`src/rtl/dma_pkg.sv`:
```
package dma_pkg;
  typedef enum logic [1:0] {
    ST_IDLE = 2'd0,
    ST_ADDR = 2'd1,
    ST_DATA = 2'd2,
    ST_RESP = 2'd3
  } dma_state_t;

  localparam logic [1:0] BURST_INCR = 2'b01;
  localparam logic [1:0] RESP_OKAY  = 2'b00;
endpackage

```
`src/rtl/dma_regs.sv`:
```
module dma_regs #(
  parameter int ADDR_W  = 32,
  parameter int LITE_AW = 4
) (
  input  logic               clk,
  input  logic               rst,
  input  logic [LITE_AW-1:0] awaddr,
  input  logic               awvalid,
  output logic               awready,
  input  logic [ADDR_W-1:0]  wdata,
  input  logic               wvalid,
  output logic               wready,
  output logic               bvalid,
  input  logic               bready,
  input  logic [LITE_AW-1:0] araddr,
  input  logic               arvalid,
  output logic               arready,
  output logic [ADDR_W-1:0]  rdata,
  output logic               rvalid,
  input  logic               rready,
  input  logic               idle,
  output logic               enable,
  output logic [ADDR_W-1:0]  base
);
  localparam logic [LITE_AW-1:0] OFS_CTRL = LITE_AW'(0);
  localparam logic [LITE_AW-1:0] OFS_BASE = LITE_AW'(4);

  logic              en_q, bvalid_q, rvalid_q;
  logic [ADDR_W-1:0] base_q, rdata_q;
  logic              wr_fire, rd_fire;

  assign wr_fire = awvalid && wvalid && !bvalid_q;
  assign rd_fire = arvalid && !rvalid_q;
  assign awready = wvalid && !bvalid_q;
  assign wready  = awvalid && !bvalid_q;
  assign arready = !rvalid_q;

  always_ff @(posedge clk) begin
    if (rst) begin
      en_q     <= 1'b0;
      base_q   <= '0;
      bvalid_q <= 1'b0;
      rvalid_q <= 1'b0;
      rdata_q  <= '0;
    end else begin
      if (wr_fire) begin
        bvalid_q <= 1'b1;
        if (awaddr == OFS_CTRL) en_q <= wdata[0];
        else if (awaddr == OFS_BASE) base_q <= wdata;
      end else if (bready) begin
        bvalid_q <= 1'b0;
      end
      if (rd_fire) begin
        rvalid_q <= 1'b1;
        if (araddr == OFS_CTRL) rdata_q <= {{(ADDR_W-2){1'b0}}, idle, en_q};
        else if (araddr == OFS_BASE) rdata_q <= base_q;
        else rdata_q <= '0;
      end else if (rready) begin
        rvalid_q <= 1'b0;
      end
    end
  end

  assign bvalid = bvalid_q;
  assign rvalid = rvalid_q;
  assign rdata  = rdata_q;
  assign enable = en_q;
  assign base   = base_q;
endmodule

```
`src/rtl/dma_burst_ctl.sv`:
```
module dma_burst_ctl
  import dma_pkg::*;
#(
  parameter int ADDR_W    = 32,
  parameter int DATA_LEN  = 10,
  parameter int MAX_BURST = 4,
  parameter int BYTES     = 4
) (
  input  logic                               clk,
  input  logic                               rst,
  input  logic                               enable,
  input  logic [ADDR_W-1:0]                  base,
  output logic [ADDR_W-1:0]                  awaddr,
  output logic [7:0]                         awlen,
  output logic                               awvalid,
  input  logic                               awready,
  input  logic                               bvalid,
  input  logic                               burst_done,
  output logic                               feed_active,
  output logic [$clog2(MAX_BURST+1)-1:0]     feed_len,
  output logic                               idle
);
  localparam int LEFT_W = $clog2(DATA_LEN + 1);
  localparam int LEN_W  = $clog2(MAX_BURST + 1);
  localparam int NBURST = (DATA_LEN + MAX_BURST - 1) / MAX_BURST;
  localparam int BC_W   = $clog2(NBURST + 1);
  localparam logic [ADDR_W-1:0] STRIDE = ADDR_W'(MAX_BURST * BYTES);

  dma_state_t        state_q;
  logic [ADDR_W-1:0] addr_q;
  logic [LEFT_W-1:0] left_q;
  logic [LEN_W-1:0]  blen_q, cur_len;
  logic [BC_W-1:0]   bcnt_q;

  assign cur_len = (left_q > LEFT_W'(MAX_BURST)) ? LEN_W'(MAX_BURST) : LEN_W'(left_q);

  always_ff @(posedge clk) begin
    if (rst) begin
      state_q <= ST_IDLE;
      addr_q  <= '0;
      left_q  <= '0;
      blen_q  <= '0;
      bcnt_q  <= '0;
    end else begin
      if (bvalid) bcnt_q <= bcnt_q + 1'b1;
      case (state_q)
        ST_IDLE: if (enable) begin
          addr_q  <= base;
          left_q  <= LEFT_W'(DATA_LEN);
          bcnt_q  <= '0;
          state_q <= ST_ADDR;
        end
        ST_ADDR: if (awready) begin
          blen_q  <= cur_len;
          left_q  <= left_q - LEFT_W'(cur_len);
          addr_q  <= addr_q + STRIDE;
          state_q <= ST_DATA;
        end
        ST_DATA: if (burst_done) state_q <= (left_q == '0) ? ST_RESP : ST_ADDR;
        ST_RESP: if (bcnt_q == BC_W'(NBURST)) state_q <= ST_IDLE;
        default: state_q <= ST_IDLE;
      endcase
    end
  end

  assign awvalid     = (state_q == ST_ADDR);
  assign awaddr      = addr_q;
  assign awlen       = 8'(cur_len - 1'b1);
  assign feed_active = (state_q == ST_DATA);
  assign feed_len    = blen_q;
  assign idle        = (state_q == ST_IDLE);
endmodule

```
`src/rtl/dma_wfeed.sv`:
```
module dma_wfeed #(
  parameter int DATA_W    = 32,
  parameter int MAX_BURST = 4
) (
  input  logic                           clk,
  input  logic                           rst,
  input  logic                           active,
  input  logic [$clog2(MAX_BURST+1)-1:0] blen,
  input  logic [DATA_W-1:0]              st_data,
  input  logic                           st_valid,
  output logic                           st_ready,
  output logic [DATA_W-1:0]              wdata,
  output logic                           wvalid,
  output logic                           wlast,
  input  logic                           wready,
  output logic                           done
);
  localparam int LEN_W = $clog2(MAX_BURST + 1);

  logic [LEN_W-1:0] beat_q;
  logic             fire;

  assign wvalid   = active && st_valid;
  assign st_ready = active && wready;
  assign wdata    = st_data;
  assign wlast    = (beat_q == blen - 1'b1);
  assign fire     = wvalid && wready;
  assign done     = fire && wlast;

  always_ff @(posedge clk) begin
    if (rst) beat_q <= '0;
    else if (done) beat_q <= '0;
    else if (fire) beat_q <= beat_q + 1'b1;
  end
endmodule

```
`src/rtl/stream_dma_writer.sv`:
```
module stream_dma_writer
  import dma_pkg::*;
#(
  parameter int ADDR_W    = 32,
  parameter int DATA_W    = 32,
  parameter int LITE_AW   = 4,
  parameter int DATA_LEN  = 10,
  parameter int MAX_BURST = 4
) (
  input  logic                  clk,
  input  logic                  rst,
  input  logic [LITE_AW-1:0]    cfg_awaddr,
  input  logic                  cfg_awvalid,
  output logic                  cfg_awready,
  input  logic [ADDR_W-1:0]     cfg_wdata,
  input  logic                  cfg_wvalid,
  output logic                  cfg_wready,
  output logic [1:0]            cfg_bresp,
  output logic                  cfg_bvalid,
  input  logic                  cfg_bready,
  input  logic [LITE_AW-1:0]    cfg_araddr,
  input  logic                  cfg_arvalid,
  output logic                  cfg_arready,
  output logic [ADDR_W-1:0]     cfg_rdata,
  output logic [1:0]            cfg_rresp,
  output logic                  cfg_rvalid,
  input  logic                  cfg_rready,
  output logic [ADDR_W-1:0]     m_awaddr,
  output logic [7:0]            m_awlen,
  output logic [2:0]            m_awsize,
  output logic [1:0]            m_awburst,
  output logic                  m_awvalid,
  input  logic                  m_awready,
  output logic [DATA_W-1:0]     m_wdata,
  output logic [DATA_W/8-1:0]   m_wstrb,
  output logic                  m_wlast,
  output logic                  m_wvalid,
  input  logic                  m_wready,
  input  logic                  m_bvalid,
  output logic                  m_bready,
  input  logic [DATA_W-1:0]     st_data,
  input  logic                  st_valid,
  output logic                  st_ready
);
  localparam int BYTES = DATA_W / 8;
  localparam int LEN_W = $clog2(MAX_BURST + 1);

  logic              run_idle, enable, feed_active, burst_done;
  logic [ADDR_W-1:0] base;
  logic [LEN_W-1:0]  feed_len;

  dma_regs #(.ADDR_W(ADDR_W), .LITE_AW(LITE_AW)) u_regs (
    .clk(clk), .rst(rst),
    .awaddr(cfg_awaddr), .awvalid(cfg_awvalid), .awready(cfg_awready),
    .wdata(cfg_wdata), .wvalid(cfg_wvalid), .wready(cfg_wready),
    .bvalid(cfg_bvalid), .bready(cfg_bready),
    .araddr(cfg_araddr), .arvalid(cfg_arvalid), .arready(cfg_arready),
    .rdata(cfg_rdata), .rvalid(cfg_rvalid), .rready(cfg_rready),
    .idle(run_idle), .enable(enable), .base(base)
  );

  dma_burst_ctl #(.ADDR_W(ADDR_W), .DATA_LEN(DATA_LEN), .MAX_BURST(MAX_BURST),
                  .BYTES(BYTES)) u_ctl (
    .clk(clk), .rst(rst), .enable(enable), .base(base),
    .awaddr(m_awaddr), .awlen(m_awlen), .awvalid(m_awvalid), .awready(m_awready),
    .bvalid(m_bvalid), .burst_done(burst_done),
    .feed_active(feed_active), .feed_len(feed_len), .idle(run_idle)
  );

  dma_wfeed #(.DATA_W(DATA_W), .MAX_BURST(MAX_BURST)) u_feed (
    .clk(clk), .rst(rst), .active(feed_active), .blen(feed_len),
    .st_data(st_data), .st_valid(st_valid), .st_ready(st_ready),
    .wdata(m_wdata), .wvalid(m_wvalid), .wlast(m_wlast), .wready(m_wready),
    .done(burst_done)
  );

  assign cfg_bresp = RESP_OKAY;
  assign cfg_rresp = RESP_OKAY;
  assign m_awsize  = 3'($clog2(BYTES));
  assign m_awburst = BURST_INCR;
  assign m_wstrb   = '1;
  assign m_bready  = 1'b1;
endmodule

```
`config.mk`:
```
export PLATFORM = sky130hd
export DESIGN_NAME = stream_dma_writer
export DESIGN_NICKNAME = d
export VERILOG_FILES = /design/src/rtl/dma_pkg.sv /design/src/rtl/dma_regs.sv /design/src/rtl/dma_burst_ctl.sv /design/src/rtl/dma_wfeed.sv /design/src/rtl/stream_dma_writer.sv
export SDC_FILE = /design/constraint.sdc
export NUM_CORES = 1
export LEC_CHECK = 0
export ABC_AREA = 1
export BUFFER_PORTS_ARGS = -buffer_cell sky130_fd_sc_hd__buf_2
export CORE_UTILIZATION = 52
export CTS_BUF_LIST = sky130_fd_sc_hd__clkbuf_8
export CTS_CLUSTER_SIZE = 28
export DETAILED_ROUTE_END_ITERATION = 10
export GPL_TIMING_DRIVEN = 0
export PLACE_DENSITY = 0.83
export SYNTH_ARGS = -nofsm -noshare
export SYNTH_HDL_FRONTEND = slang
export SYNTH_SLANG_ARGS = --single-unit
export TNS_END_PERCENT = 20
```
`constraint.sdc`:
```
create_clock -name clk -period 2.1 [get_ports clk]
set_clock_uncertainty 0.15 [all_clocks]
set_input_delay 0.42 -clock clk [delete_from_list [all_inputs] [get_ports clk]]
set_output_delay 0.42 -clock clk [all_outputs]
set_load 0.1 [all_outputs]
```
==> results.cfg <==
[floorplan]
pin_count = 210
placement_rows = 38
floorplan.die.height_um = 108
initial_core_util_pct = 53.5
coreArea_um2 = 10800
die_w_um = 108
die_area_um2 = 11600

[finish]
layout.filler_cells = 932
leading_cell_types_in_the_layout_fill_and_taps_excluded = 162 x sky130_fd_sc_hd__buf_2, 161 x sky130_fd_sc_hd__nand2_1, 116 x sky130_fd_sc_hd__nor2_1, 109 x sky130_fd_sc_hd__dfxtp_1, 79 x sky130_fd_sc_hd__o21ai_0
num-nets-final = 1113
layout_commonest_cell = sky130_fd_sc_hd__buf_2
layout_cell_share_with_drive_strength_beyond_1_pct = 31.3
diode_insertion_count_for_antenna_repair = 0
post-route-util_pct = 69.2
flow.area_growth_from_synthesis_pct = 29.4

[synth]
synth.ff_latch_count = 113
synth_seq_area_share_pct = 39.0
syn_inst = 827
synthDominantAreaCellType = sky130_fd_sc_hd__dfxtp_1
postSynth.topFlopCell = sky130_fd_sc_hd__dfxtp_1
synth_enable_flop_cells = 0
yosys_warnings = 0
ys_async_sr_fraction_pct = 0
synth_area_leaders = sky130_fd_sc_hd__dfxtp_1 39%, sky130_fd_sc_hd__nand2_1 10%, sky130_fd_sc_hd__nor2_1 7.8%, sky130_fd_sc_hd__o21ai_0 6.8%, sky130_fd_sc_hd__buf_4 6.6%
post_synth_instance_area_um2 = 5800
synth_unique_cells = 42
synth_top_area_share_pct = 39.0
syn-mean-instance-area_um2 = 7.01

[critical_path]
timing.critical_path.cells = nor2_4 -> inv_2 -> nor2_4 -> clkinvlp_4 -> ha_4 -> clkinvlp_4 -> buf_8
ff2ff_path_depth = 10
crit-reg2reg-launch = u_ctl.awaddr[5]$_SDFFE_PP0P_
critical_path_required_ns = 1.53
critical_path_class = register to output pin
critical_path.endpoint_type = output pin
timing.critical_path.arrival_ns = 1.76
cp_max_fo = 5
startpoint_type = register
ff2ff_setup_slack_ns = 0.26
timing.critical_path.slowest_cell_delay_ns = 0.35
reg2reg_to = u_ctl.awaddr[22]$_SDFFE_PP0P_
critPathSlowestCell = sky130_fd_sc_hd__dfxtp_2

[route]
residual_drc = 0
drtPass1Iterations = 5
detail_route.wirelength_mm = 16.6
drt_first_iter_violations = 468
vias = 6074
wl_per_cell_um = 14.1
antenna_violating_nets_post_route = 0
vias_per_std_cell = 5.16

[cts]
numCtsBuffers = 17
clock_tree_from_tritoncts = done
clkLatencyLatePin_ns = 0.44
clk_pin_slew_worst_setup_hold_paths_ns = 0.08
clock_tree.root_cell = sky130_fd_sc_hd__clkbuf_8
tritoncts_num_sinks = 113
clock_path_buffers = 2
cts-htree-levels = 4

[power_and_ir_drop]
leakage_nw = 3.31
peakVddDrop_mv = 0.652
power_per_standard_cell_area_nw_per_um2 = 849
total_power_mw = 6.37

[placed_design]
hpwlAfterDp_mm = 12.1
gp_congestion = 0.968
dpl_worst_slack_ns = -0.0938
port_buffers = 162

[global_route]
globalRouteTotalUtil_pct = 29.5
antenna_found_initial = 0
grt_max_degree = 17
first_global_vias = 5436
grt_pass1_wl_mm = 26.2
gr-total-overflow = 0

[run_status]
run_status = complete, but fails checks
failed_checks = setup timing

[timing]
final.min_clock_period_ns = 2.33
tightest_slew_ns = 0.575
worst_slack_ns = -0.229
max_freq_ghz = 0.429
report.final.setup_viol = 9
holdWs_ns = 0.0387
final_hold_viol_count = 0
rsz_0062_raised_after_global_routing = yes
maxSlewHeadroom_pct = 61.7
final_min_period_over_clock_period_pct = 111
timing.final.max_slew_violations = 0

[flow_run]
maxCapViolations = 0

[hold_path]
min-delay-start = rst
worstHoldEndpoint = u_ctl.left_q[1]$_SDFFE_PP0P_
worst_hold_path_type = primary input to register
hold_depth = 2
[kinds of logic (layout without fill, tap and decap cells)]
family	Yosys count	in the layout	share of synthesized area, %
xor gates and xnor gates	11	11	1.66
buffers and inverters	165	362	14.9
adders and majority gates	6	6	1.29
AOI/OAI and AO/OA	185	185	17.2
DFF	113	113	39.0
other	2	15	0.129
and+or+nand+nor	345	345	25.8
[what timing repair did]
item | 4_1_cts | 5_1_grt
setup buffers | 1 | 2
resized for setup | 30 | 5
hold buffers | 0 | 0
pin swaps | 5 | 0
setup endpoints to repair | 12 | 11
cloned | 0 | 0
[worst max-delay path by stage]
stage / slack (ns) / to / from / cells past startpoint
CTS: -0.23 / m_awlen[1] / u_ctl.left_q[2]$_SDFFE_PP0P_ / 7
finish: -0.23 / m_awlen[1] / u_ctl.left_q[2]$_SDFFE_PP0P_ / 7
detailed placement: -0.09 / m_awlen[2] / u_ctl.left_q[2]$_SDFFE_PP0P_ / 7
global placement: -0.08 / m_awlen[2] / u_ctl.left_q[2]$_SDFFE_PP0P_ / 7
floorplan: -0.58 / m_awlen[2] / u_ctl.left_q[3]$_SDFFE_PP0P_ / 6
global route: -0.33 / m_awlen[1] / u_ctl.left_q[2]$_SDFFE_PP0P_ / 7
[cells in the mapped netlist, types with 6 or more instances]
| library cell | instances |
|---|---|
| sky130_fd_sc_hd__a21oi_1 | 69 |
| sky130_fd_sc_hd__a31oi_1 | 9 |
| sky130_fd_sc_hd__buf_2 | 12 |
| sky130_fd_sc_hd__buf_4 | 51 |
| sky130_fd_sc_hd__clkbuf_1 | 17 |
| sky130_fd_sc_hd__dfxtp_1 | 113 |
| sky130_fd_sc_hd__ha_1 | 6 |
| sky130_fd_sc_hd__inv_1 | 70 |
| sky130_fd_sc_hd__inv_2 | 8 |
| sky130_fd_sc_hd__nand2_1 | 161 |
| sky130_fd_sc_hd__nand2_2 | 7 |
| sky130_fd_sc_hd__nand3_1 | 26 |
| sky130_fd_sc_hd__nor2_1 | 121 |
| sky130_fd_sc_hd__nor2_4 | 8 |
| sky130_fd_sc_hd__o21ai_0 | 79 |
| sky130_fd_sc_hd__o21ai_1 | 7 |
| sky130_fd_sc_hd__o22ai_1 | 8 |
| sky130_fd_sc_hd__xor2_1 | 8 |
[worst max-delay path, delay by kind of cell (launching register included)]
family                   cells  cell delay, ns
buffers and inverters        4            0.44
flip-flops                   1            0.35
adder cells (fa/ha/maj)      1            0.28
AND/OR/NAND/NOR              2            0.24
[routing by layer]
| layer | routed length, um | vias up | GRT usage, % | part of all wire (%) |
|---|---|---|---|---|
| met2 | 7910 | 301 | 49.5 | 48 |
| met3 | 1390 | 34 | 5.69 | 8.4 |
| li1 | - | 2986 | - | - |
| met5 | 0 | - | 0 | 0 |
| met4 | 365 | 0 | 11.1 | 2.2 |
| met1 | 6970 | 2753 | 37.2 | 42 |
[where the power goes]
group          total (mW)  leakage (nW)  switching, mW  internal [mW]
Sequential           2.27         0.920         0.0552           2.22
Clock                2.44         0.224           1.01           1.43
Combinational        1.66          2.17           1.30          0.359
Total                6.37          3.31           2.37           4.01
[area by class of cell]
| type | count | area [um2] | area share (%) |
|---|---|---|---|
| flip-flops and latches | 113 | 2270 | 30.2 |
| repair buffers | 165 | 926 | 12.3 |
| clock inverters | 15 | 230 | 3.07 |
| plain buffers | 86 | 569 | 7.59 |
| well taps | 140 | 175 | 2.33 |
| clock buffers | 17 | 234 | 3.12 |
| multi-input cells | 562 | 2790 | 37.2 |
| inverters | 79 | 305 | 4.07 |
[flip-flops by register name, summed over array words and instances (netlist names), 2 cells and up]
signal	cells
u_ctl.awaddr	32
u_regs.base	32
u_regs.rdata	32
u_ctl.left_q	4
u_ctl.feed_len	3
u_feed.beat_q	3
u_ctl.bcnt_q	2
u_ctl.state_q	2
[stage by stage]
stage / setup TNS, ns / instance area, um2 / instances
detailed placement: -0.148 / 6900 / 1142
CTS: -0.832 / 7470 / 1175
global route: -1.73 / 7500 / 1177
finish: -0.960 / 7500 / 1177
floorplan: -14.81 / 5920 / 840
global placement: -0.113 / 6900 / 1142
(Power assumes the default switching activity.)
